File: config.mk
export PLATFORM = sky130hd
export DESIGN_NAME = regstk_top
export DESIGN_NICKNAME = d
export VERILOG_FILES = /design/src/rtl/regstk_pkg.sv /design/src/rtl/regstk_addr.sv /design/src/rtl/regstk_guard.sv /design/src/rtl/regstk_ccfield.sv /design/src/rtl/regstk_top.sv
export SDC_FILE = /design/constraint.sdc
export NUM_CORES = 2
export LEC_CHECK = 0
export BUFFER_PORTS_ARGS = -buffer_cell sky130_fd_sc_hd__buf_4
export CAP_MARGIN = 30
export CORE_MARGIN = 2
export CORE_UTILIZATION = 47
export CTS_BUF_LIST = sky130_fd_sc_hd__clkbuf_16
export CTS_CLUSTER_SIZE = 24
export DETAILED_ROUTE_END_ITERATION = 16
export SLEW_MARGIN = 20
export SYNTH_ARGS = -nofsm -noshare
export SYNTH_HDL_FRONTEND = slang
export SYNTH_SLANG_ARGS = --single-unit
File: constraint.sdc
create_clock -name clk -period 4.41 [get_ports clk]
set_input_delay 0.441 -clock clk [delete_from_list [all_inputs] [get_ports clk]]
set_output_delay 0.441 -clock clk [all_outputs]
set_load 0.02 [all_outputs]
File: src/rtl/regstk_pkg.sv
package regstk_pkg;

    localparam int OP_W = 3;
    localparam int CC_W = 4;
    localparam int SW_W = 16;

    typedef enum logic [OP_W-1:0] {
        OP_NOP    = 3'd0,
        OP_PUSH   = 3'd1,
        OP_POP    = 3'd2,
        OP_READ   = 3'd3,
        OP_WRITE  = 3'd4,
        OP_MODIFY = 3'd5,
        OP_SETCC  = 3'd6,
        OP_RSVD   = 3'd7
    } op_e;

    // status-word bit position of condition code n (n = 0..3)
    function automatic int cc_pos(input int n);
        case (n)
            0:       return 8;
            1:       return 9;
            2:       return 10;
            default: return 14;
        endcase
    endfunction

endpackage

File: src/rtl/regstk_addr.sv
module regstk_addr #(
    parameter int IDX_W = 3
) (
    input  logic [IDX_W-1:0] top,
    input  logic [IDX_W-1:0] rel_idx,
    output logic [IDX_W-1:0] sel_slot,
    output logic [IDX_W-1:0] below_top,
    output logic [IDX_W-1:0] above_top
);

    // truncation to IDX_W gives the wrap-around modulo the depth
    always_comb begin
        sel_slot  = IDX_W'(top + rel_idx);
        below_top = IDX_W'(top - 1'b1);
        above_top = IDX_W'(top + 1'b1);
    end

endmodule

File: src/rtl/regstk_guard.sv
module regstk_guard
    import regstk_pkg::*;
(
    input  op_e  op,
    input  logic tag_top,
    input  logic tag_sel,
    input  logic tag_below,
    input  logic rd_any,
    input  logic wr_over,
    output logic empty_flt,
    output logic full_flt
);

    always_comb begin
        empty_flt = 1'b0;
        full_flt  = 1'b0;
        unique case (op)
            OP_PUSH:   full_flt  = tag_below;
            OP_POP:    empty_flt = !tag_top;
            OP_READ:   empty_flt = !tag_sel && !rd_any;
            OP_WRITE:  full_flt  = tag_sel && !wr_over;
            OP_MODIFY: empty_flt = !tag_sel;
            default: begin
                empty_flt = 1'b0;
                full_flt  = 1'b0;
            end
        endcase
    end

endmodule

File: src/rtl/regstk_ccfield.sv
module regstk_ccfield
    import regstk_pkg::*;
(
    input  logic [CC_W-1:0] cc,
    output logic [SW_W-1:0] word
);

    logic [SW_W-1:0] placed [CC_W+1];

    assign placed[0] = '0;

    for (genvar n = 0; n < CC_W; n++) begin : g_place
        always_comb begin
            placed[n+1] = placed[n];
            placed[n+1][cc_pos(n)] = cc[n];
        end
    end

    assign word = placed[CC_W];

endmodule

File: src/rtl/regstk_top.sv
module regstk_top
    import regstk_pkg::*;
#(
    parameter int DATA_W = 64,
    parameter int DEPTH  = 8
) (
    input  logic                       clk,
    input  logic                       rst_n,
    input  logic [OP_W-1:0]            cmd_op,
    input  logic [$clog2(DEPTH)-1:0]   cmd_idx,
    input  logic [DATA_W-1:0]          cmd_data,
    input  logic                       cmd_rd_any,
    input  logic                       cmd_wr_over,
    output logic [DATA_W-1:0]          rd_data,
    output logic                       rd_valid,
    output logic                       flt_empty,
    output logic                       flt_full,
    output logic [$clog2(DEPTH)-1:0]   top_ptr,
    output logic [DEPTH-1:0]           tag_vec,
    output logic [SW_W-1:0]            cc_word
);

    localparam int IDX_W = $clog2(DEPTH);

    typedef struct packed {
        logic [DEPTH-1:0][DATA_W-1:0] regs;
        logic [DEPTH-1:0]             tags;
        logic [IDX_W-1:0]             top;
        logic [CC_W-1:0]              cc;
        logic [DATA_W-1:0]            rd;
        logic                         rd_vld;
        logic                         f_empty;
        logic                         f_full;
    } state_t;

    state_t st_d, st_q;

    op_e              op;
    logic [IDX_W-1:0] sel_slot, below_top, above_top;
    logic             empty_flt, full_flt;

    assign op = op_e'(cmd_op);

    regstk_addr #(.IDX_W(IDX_W)) addr_i (
        .top       (st_q.top),
        .rel_idx   (cmd_idx),
        .sel_slot  (sel_slot),
        .below_top (below_top),
        .above_top (above_top)
    );

    regstk_guard guard_i (
        .op        (op),
        .tag_top   (st_q.tags[st_q.top]),
        .tag_sel   (st_q.tags[sel_slot]),
        .tag_below (st_q.tags[below_top]),
        .rd_any    (cmd_rd_any),
        .wr_over   (cmd_wr_over),
        .empty_flt (empty_flt),
        .full_flt  (full_flt)
    );

    regstk_ccfield cc_i (
        .cc   (st_q.cc),
        .word (cc_word)
    );

    always_comb begin
        st_d         = st_q;
        st_d.rd_vld  = 1'b0;
        st_d.f_empty = empty_flt;
        st_d.f_full  = full_flt;
        if (!empty_flt && !full_flt) begin
            unique case (op)
                OP_PUSH: begin
                    st_d.top             = below_top;
                    st_d.regs[below_top] = cmd_data;
                    st_d.tags[below_top] = 1'b1;
                end
                OP_POP: begin
                    st_d.rd              = st_q.regs[st_q.top];
                    st_d.rd_vld          = 1'b1;
                    st_d.tags[st_q.top]  = 1'b0;
                    st_d.top             = above_top;
                end
                OP_READ: begin
                    st_d.rd     = st_q.regs[sel_slot];
                    st_d.rd_vld = 1'b1;
                end
                OP_WRITE: begin
                    st_d.regs[sel_slot] = cmd_data;
                    st_d.tags[sel_slot] = 1'b1;
                end
                OP_MODIFY: begin
                    st_d.rd             = st_q.regs[sel_slot];
                    st_d.rd_vld         = 1'b1;
                    st_d.regs[sel_slot] = cmd_data;
                end
                OP_SETCC: st_d.cc = cmd_data[CC_W-1:0];
                default:  st_d.cc = st_q.cc;
            endcase
        end
    end

    always_ff @(posedge clk) begin
        if (!rst_n) st_q <= '0;
        else        st_q <= st_d;
    end

    assign rd_data   = st_q.rd;
    assign rd_valid  = st_q.rd_vld;
    assign flt_empty = st_q.f_empty;
    assign flt_full  = st_q.f_full;
    assign top_ptr   = st_q.top;
    assign tag_vec   = st_q.tags;

    // push lowers the top pointer by one unless it faults
    a_r2_push_moves_top: assert property (@(posedge clk) disable iff (!rst_n)
        (cmd_op == OP_PUSH) |=> (flt_full || top_ptr == IDX_W'($past(top_ptr) - 1'b1)));

    // popping a vacant top always faults
    a_r3_pop_vacant: assert property (@(posedge clk) disable iff (!rst_n)
        (cmd_op == OP_POP && !tag_vec[top_ptr]) |=> flt_empty);

    // a successful write leaves the addressed slot occupied
    a_r6_write_tags: assert property (@(posedge clk) disable iff (!rst_n)
        (cmd_op == OP_WRITE) |=> (flt_full || tag_vec[$past(sel_slot)]));

    // a fault freezes pointer, tags and returned data
    a_r8_fault_freezes: assert property (@(posedge clk) disable iff (!rst_n)
        (flt_empty || flt_full) |-> ($stable(top_ptr) && $stable(tag_vec)
                                     && $stable(rd_data) && !rd_valid));

    // condition-code load lands at its status-word positions
    a_r9_cc_place: assert property (@(posedge clk) disable iff (!rst_n)
        (cmd_op == OP_SETCC) |=> (cc_word[14] == $past(cmd_data[3])
                                  && cc_word[8] == $past(cmd_data[0])));

    // the read exemption never spares a pop
    a_r10_pop_no_exempt: assert property (@(posedge clk) disable iff (!rst_n)
        (cmd_op == OP_POP && cmd_rd_any && !tag_vec[top_ptr]) |=> flt_empty);

endmodule

# After elaboration in Yosys (flattened, before gate mapping)
# Cells that the tools add are included.
# classes
mux	28
n_bitwise	4
div_mod_pow	0
mul	0
n_addsub	3
n_eq_ne	6
n_shift	0
n_reduce_logical	24
order_cmp	6
# op_table
operator	n
512-bit bitwise mux	2
512-bit case mux with 2 select lines	1
64-bit binary-select mux with 3-bit select	2
64-bit demux with 3-bit select	2
64-bit 2-to-1 mux	4
65-bit case mux with 2 select lines	1
8-bit case mux with 3 select lines	1
8-bit OR	2
3-bit by 4-bit less-than comparator with 1-bit output (second input constant)	3
2-bit AND reduction	6
1-bit binary-select mux with 3-bit select	3
1-bit demux with 3-bit select	3
3-bit == test (second input constant)	3
3-bit by 1-bit >= comparator with 1-bit output (second input constant)	3
8-bit bitwise AND	1
8-bit NOT	1
3-bit by 2-bit == test with 1-bit output (second input constant)	2
1-bit logical AND	6
1-bit logical NOT	6
1-bit 2-to-1 mux	6
3-bit case mux with 2 select lines	1
2-bit nonzero test	3
2-bit OR reduction	2
3-bit by 1-bit adder with 3-bit output (second input constant)	1
6 further kinds	6
# word_totals
elab_cells	86
latchBits	0
mem_bits_rw	0
out_inout_bits	94
register_bits	594
mem_bits_ro	0
n_memories	0

# Longest topological paths before layout
# logic_depth
depth_word	9
mapped_depth	13
mapped_depth_nobuf	9

# Modules after synthesis
# Synthesis repeated with hierarchy kept, for this count alone.
# unflattened
cells_unflattened	4128
area_unflattened_um2	34684.5
# by_module_without_submodules
mod	cells_each	n_inst	area_per_inst_um2
regstk_top	4088	1	34374.2
regstk_addr	14	1	127.6
regstk_ccfield	17	1	123.9
regstk_guard	9	1	58.8

# Least setup slack after synthesis
# OpenSTA, ideal clock, no wires.
# synth_path
path_kind	register -> register
start	reg st_q, in the netlist top_ptr[1]
end	reg st_q[341] (netlist name)
slack_ns	1.259
period_less_slack_ns	3.151
path_stages_with_launch	12
t_arrival_ns	3.025
setup_ns	0.126
path_cell_list	dfxtp_1 buf_2 inv_1 fa_1 mux4_2 nand2_1 a211o_1 nand2_1 or4_1 buf_6 buf_6 mux2i_1
# synth_via
elab_chain_len	9
word_cells_on_any_way	31
cone_classes	add/sub (2); order compare (4); mux (15); reduce/logical (10)
# synth_lines
element	line_no	text
start, declared	regstk_top.sv:36	state_t st_d, st_q;
start signal, assigned	regstk_top.sv:107	else st_q <= st_d;
branches (longest 9 deep; another with 3-bit by 4-bit less-than comparator with 1-bit output)	n/a	
# Parallel ways; which one is timed is not known. The select of a mux whose other input is x is not followed.
# A chain may end at the register's enable or synchronous reset.

# Final worst setup path
# layout_path
start	reg st_q, in the netlist top_ptr[0]
end	reg st_q[364] (netlist name)
# The elaborated chain is that of the path after synthesis.

==> summary.md <==
The signal on the critical path passes through ha_4 -> inv_1 -> fa_4 -> mux4_2 -> nand2_1 -> a211o_1 -> nand2_1 -> or4_4 -> buf_4 -> mux2i_1. The run gives 0 as the number of post-CTS setup repair buffers. The distinct cell type count after synthesis was 67. The area growth from synthesis to layout is 10.09%. Measured along the x axis, the die boundary spans 259.2 µm. The analysis attributes to cell leakage a power of 0.01231 µW. The core region is 64460 µm².

The routed wire length per instance came out at 25.42 µm. For this run, the detailed router's first-pass iteration total came to 7. After global routing the overflow that remains totals 0.

The worst relative slew slack was 0.3294. Power spread over the standard cell area amounts to 422.7 nW/µm². Measured along the y axis, the die boundary spans 259.2 µm. Worst reg2reg path startpoint: top_ptr[0]. The family of cells with the greatest summed delay on the critical path was simple AND/OR/NAND/NOR gates. The met1 wire length was 44.47 mm. In this run the most critical hold path is launched from cmd_data[1]. In this run the worst setup path begins at top_ptr[0]. The repair_antennas step left the layout with diodes totalling 0.

For this run, the number of Yosys warnings is 0. The number of max-cap violations is 0. The clock period could shrink to 3.924 ns. The worst setup margin is 0.4864 ns. The maximum VDD drop is 0.0002325 V. The cell count after synthesis came out at 3403. The worst setup path is captured at a flip-flop. After clock tree synthesis, the repair step resized 0 gates. The average instance in the mapped netlist occupies 8.995 µm².

No sink is reached through more buffers than the 3 on the longest clock path. Setup violations remaining at the end of the flow were counted as 0. The maximum single-stage delay on the critical path is 0.87 ns. Number of hold-slack violations in the final timing report: 0. The logs give 0.4748 for the starting density of the core and 3661 for the iteration-0 DRC count of the detailed router. The floorplan has 93 rows. The final-layout setup total negative slack came out at 0 ns. The class of the tightest hold or removal check is in2reg. For the wire length of the first global-routing pass, the log shows 162.4 mm. Slowest library cell on the worst path: sky130_fd_sc_hd__fa_4. The type of element launching the critical path is a flip-flop. For the total global-route track usage, the log shows 0.3077.

The routed design uses 46.96 mm of met2 wire. The share of the clock period used by the worst path was 0.8897. The number of buffers created by CTS came out at 66.

The overall power after layout is 14240 µW. Detailed routing inserted a total of 27790 vias. In the post-synthesis netlist, the cell with the most instances is sky130_fd_sc_hd__nand2_1. For the deepest level of the CTS H-tree, the log shows 3.

Yosys mapped a number of flops with a built-in enable equal to 0. Async set or reset register ratio after synthesis: 0. Clock-pin slew was measured on the worst setup and hold paths at 0.06 ns. The run gives 0.02428 ns as the worst clock skew on the final layout. Via count of the first global-routing pass: 27120. The dominant synthesized flop cell was sky130_fd_sc_hd__dfxtp_1. After detailed routing, the number of vias per cell comes to 6.589. Buffering stage count on the worst path with inverters included: 2. Wire segments on met3 add up to 11.08 mm in the final route. For the die footprint, the log shows 67180 µm². The root buffer cell chosen for the clock tree is sky130_fd_sc_hd__clkbuf_16. The number of antenna violations at the first check in global routing is 2. 168 I/O pins were placed. The logs give 0 for the final-report max-slew violation count and 254.9 MHz for the achievable clock frequency.

For this run, design rule violations remaining after detail routing come to 0. Cell with the most instances on the worst path: sky130_fd_sc_hd__nand2_1. In this run the worst path has a maximum fanout of 39. For the worst setup path, the data arrival time is 4.38 ns. Setup repair after global routing left no endpoint under its margin. The top routing layer in use was met5.

The tools report the hold buffer count at cts as 0. Once placement completed, the tool counted placed cells totaling 4098. The logs give 5864 for the layout filler cell count and 0.3423 ns for the worst slack at placement. The proportion of netlist area held by the largest area contributor was 0.3885; the post-detailed-route count of antenna-violating nets was 0. In the synthesized netlist, the cells that appear most often are sky130_fd_sc_hd__nand2_1, sky130_fd_sc_hd__dfxtp_1, sky130_fd_sc_hd__mux2i_1. The final net count was 3389. The portion of the post-synthesis area used by sequential elements was 0.3885; the routability congestion estimate was 0.8763.

The final standard cell utilization of the core was 0.5227. The critical path class was reg2reg. The final layout contains routed wiring with a total length of 107.2 mm. At the pin with the least slew margin, the transition time is 1.006 ns. TritonCTS built the clock tree. The cell area that synthesis handed to floorplanning was 30610 µm². The fraction of final layout cells sized beyond drive strength 1 works out to 0.1202. Entering global routing, the biggest net connects 176 pins. The data required time of the worst path was 4.86 ns; the number of port buffers was 155. The flop and latch count out of synthesis is 594. The tools report the post-detailed-placement half-perimeter wirelength as 58.95 mm. The clock net in this run drives a total of 594 sinks. The run finished with clean final reports.

Of all cell types, the one taking the most synthesized area is sky130_fd_sc_hd__dfxtp_1. After synthesis, the cell types taking the most area are sky130_fd_sc_hd__dfxtp_1, sky130_fd_sc_hd__mux2i_1, sky130_fd_sc_hd__nand2_1. Clock latency on the worst-skew pair, taken at its later pin, is 0.61 ns. Leaving out filler cells and counting taps, the final layout contains 4217.
[final timing paths]
path,end,slack [ns],depth (start not counted)
max reg2reg,st_q[364],0.49,10
min,st_q[68],0.08,3
min reg2reg,rd_data[3],0.46,1
max,st_q[364],0.49,10
[per-stage QoR]
step	hold WS (ns)	area [µm²]
4_1_cts	0.05012	33700
5_1_grt	0.08106	33700
2_1_floorplan	0.4335	30650
3_3_place_gp	0.4463	31610
6_report	0.07667	33700
3_5_place_dp	0.4474	31660
[report_power, final]
part / internal [µW] / switching [µW] / total (µW)
Combinational: 1060 / 2130 / 3200
Sequential: 5570 / 176 / 5750
Clock: 3010 / 2290 / 5300
[routing by layer]
metal | vias up | global-route usage
li1 | 12220 | -
met1 | 13330 | 0.4185
met2 | 1848 | 0.4741
met3 | 389 | 0.05087
met4 | 4 | 0.1499
met5 | - | 0
[sequential cells by signal (all words and copies together) (netlist names)]
register,flops
top_ptr,3
rd_valid,1
flt_empty,1
st_q,516
tag_vec,8
flt_full,1
rd_data,64
[worst reg2reg max path, stage by stage (launching register included)]
cell,delay (ns)
sky130_fd_sc_hd__dfxtp_1,0.36
sky130_fd_sc_hd__ha_4,0.13
sky130_fd_sc_hd__inv_1,0.04
sky130_fd_sc_hd__fa_4,0.87
sky130_fd_sc_hd__mux4_2,0.53
sky130_fd_sc_hd__nand2_1,0.11
sky130_fd_sc_hd__a211o_1,0.14
sky130_fd_sc_hd__nand2_1,0.28
sky130_fd_sc_hd__or4_4,0.63
sky130_fd_sc_hd__buf_4,0.42
sky130_fd_sc_hd__mux2i_1,0.28
[cell families (layout without fill, tap and decap cells)]
kind of cell / Yosys count / after routing / share of synthesized area
buffers and inverters: 419 / 367 / 0.07689
multiplexers: 628 / 628 / 0.2078
AO/OA/AOI/OAI: 808 / 808 / 0.1886
adder cells (fa/ha/maj): 4 / 4 / 0.001880
other: 1 / 12 / 0.0001225
XOR/XNOR: 10 / 10 / 0.004415
AND/OR/NAND/NOR: 939 / 939 / 0.1318
flip-flops: 594 / 594 / 0.3885
[final cells by class]
| class | count | area [µm²] | share of cell area |
|---|---|---|---|
| Sequential cell | 594 | 11890 | 0.3529 |
| Timing Repair Buffer | 241 | 2098 | 0.06227 |
| Clock buffer | 71 | 1777 | 0.05272 |
| Tap cell | 855 | 1070 | 0.03175 |
| Multi-Input combinational cell | 2401 | 16570 | 0.4918 |
| Inverter | 7 | 26.28 | 0.0007797 |
| Clock inverter | 48 | 260.3 | 0.007723 |
[placed cells by master (no fill, tap or decap), types with 6 or more instances in the layout]
master,n
sky130_fd_sc_hd__a31oi_1,6
sky130_fd_sc_hd__mux2i_1,587
sky130_fd_sc_hd__a2111oi_0,13
sky130_fd_sc_hd__a22oi_1,255
sky130_fd_sc_hd__mux2_2,39
sky130_fd_sc_hd__or3_1,48
sky130_fd_sc_hd__nand3_1,17
sky130_fd_sc_hd__a21oi_1,121
sky130_fd_sc_hd__nand3b_1,18
sky130_fd_sc_hd__nor3_1,46
sky130_fd_sc_hd__a221oi_1,32
sky130_fd_sc_hd__o221ai_1,22
sky130_fd_sc_hd__dfxtp_1,593
sky130_fd_sc_hd__o2bb2ai_1,62
sky130_fd_sc_hd__buf_4,217
sky130_fd_sc_hd__nor2_1,74
sky130_fd_sc_hd__buf_12,20
sky130_fd_sc_hd__conb_1,12
sky130_fd_sc_hd__nor4_1,13
sky130_fd_sc_hd__clkinv_2,8
sky130_fd_sc_hd__a41oi_1,63
sky130_fd_sc_hd__o22ai_1,139
sky130_fd_sc_hd__nand4b_1,14
sky130_fd_sc_hd__clkinv_1,22
sky130_fd_sc_hd__nand2b_1,6
sky130_fd_sc_hd__o21ai_0,41
sky130_fd_sc_hd__o32ai_1,13
sky130_fd_sc_hd__nor4_2,6
sky130_fd_sc_hd__clkbuf_16,71
sky130_fd_sc_hd__nand2_1,662
sky130_fd_sc_hd__inv_1,18
sky130_fd_sc_hd__a21o_1,14
(Power assumes the default switching activity.)
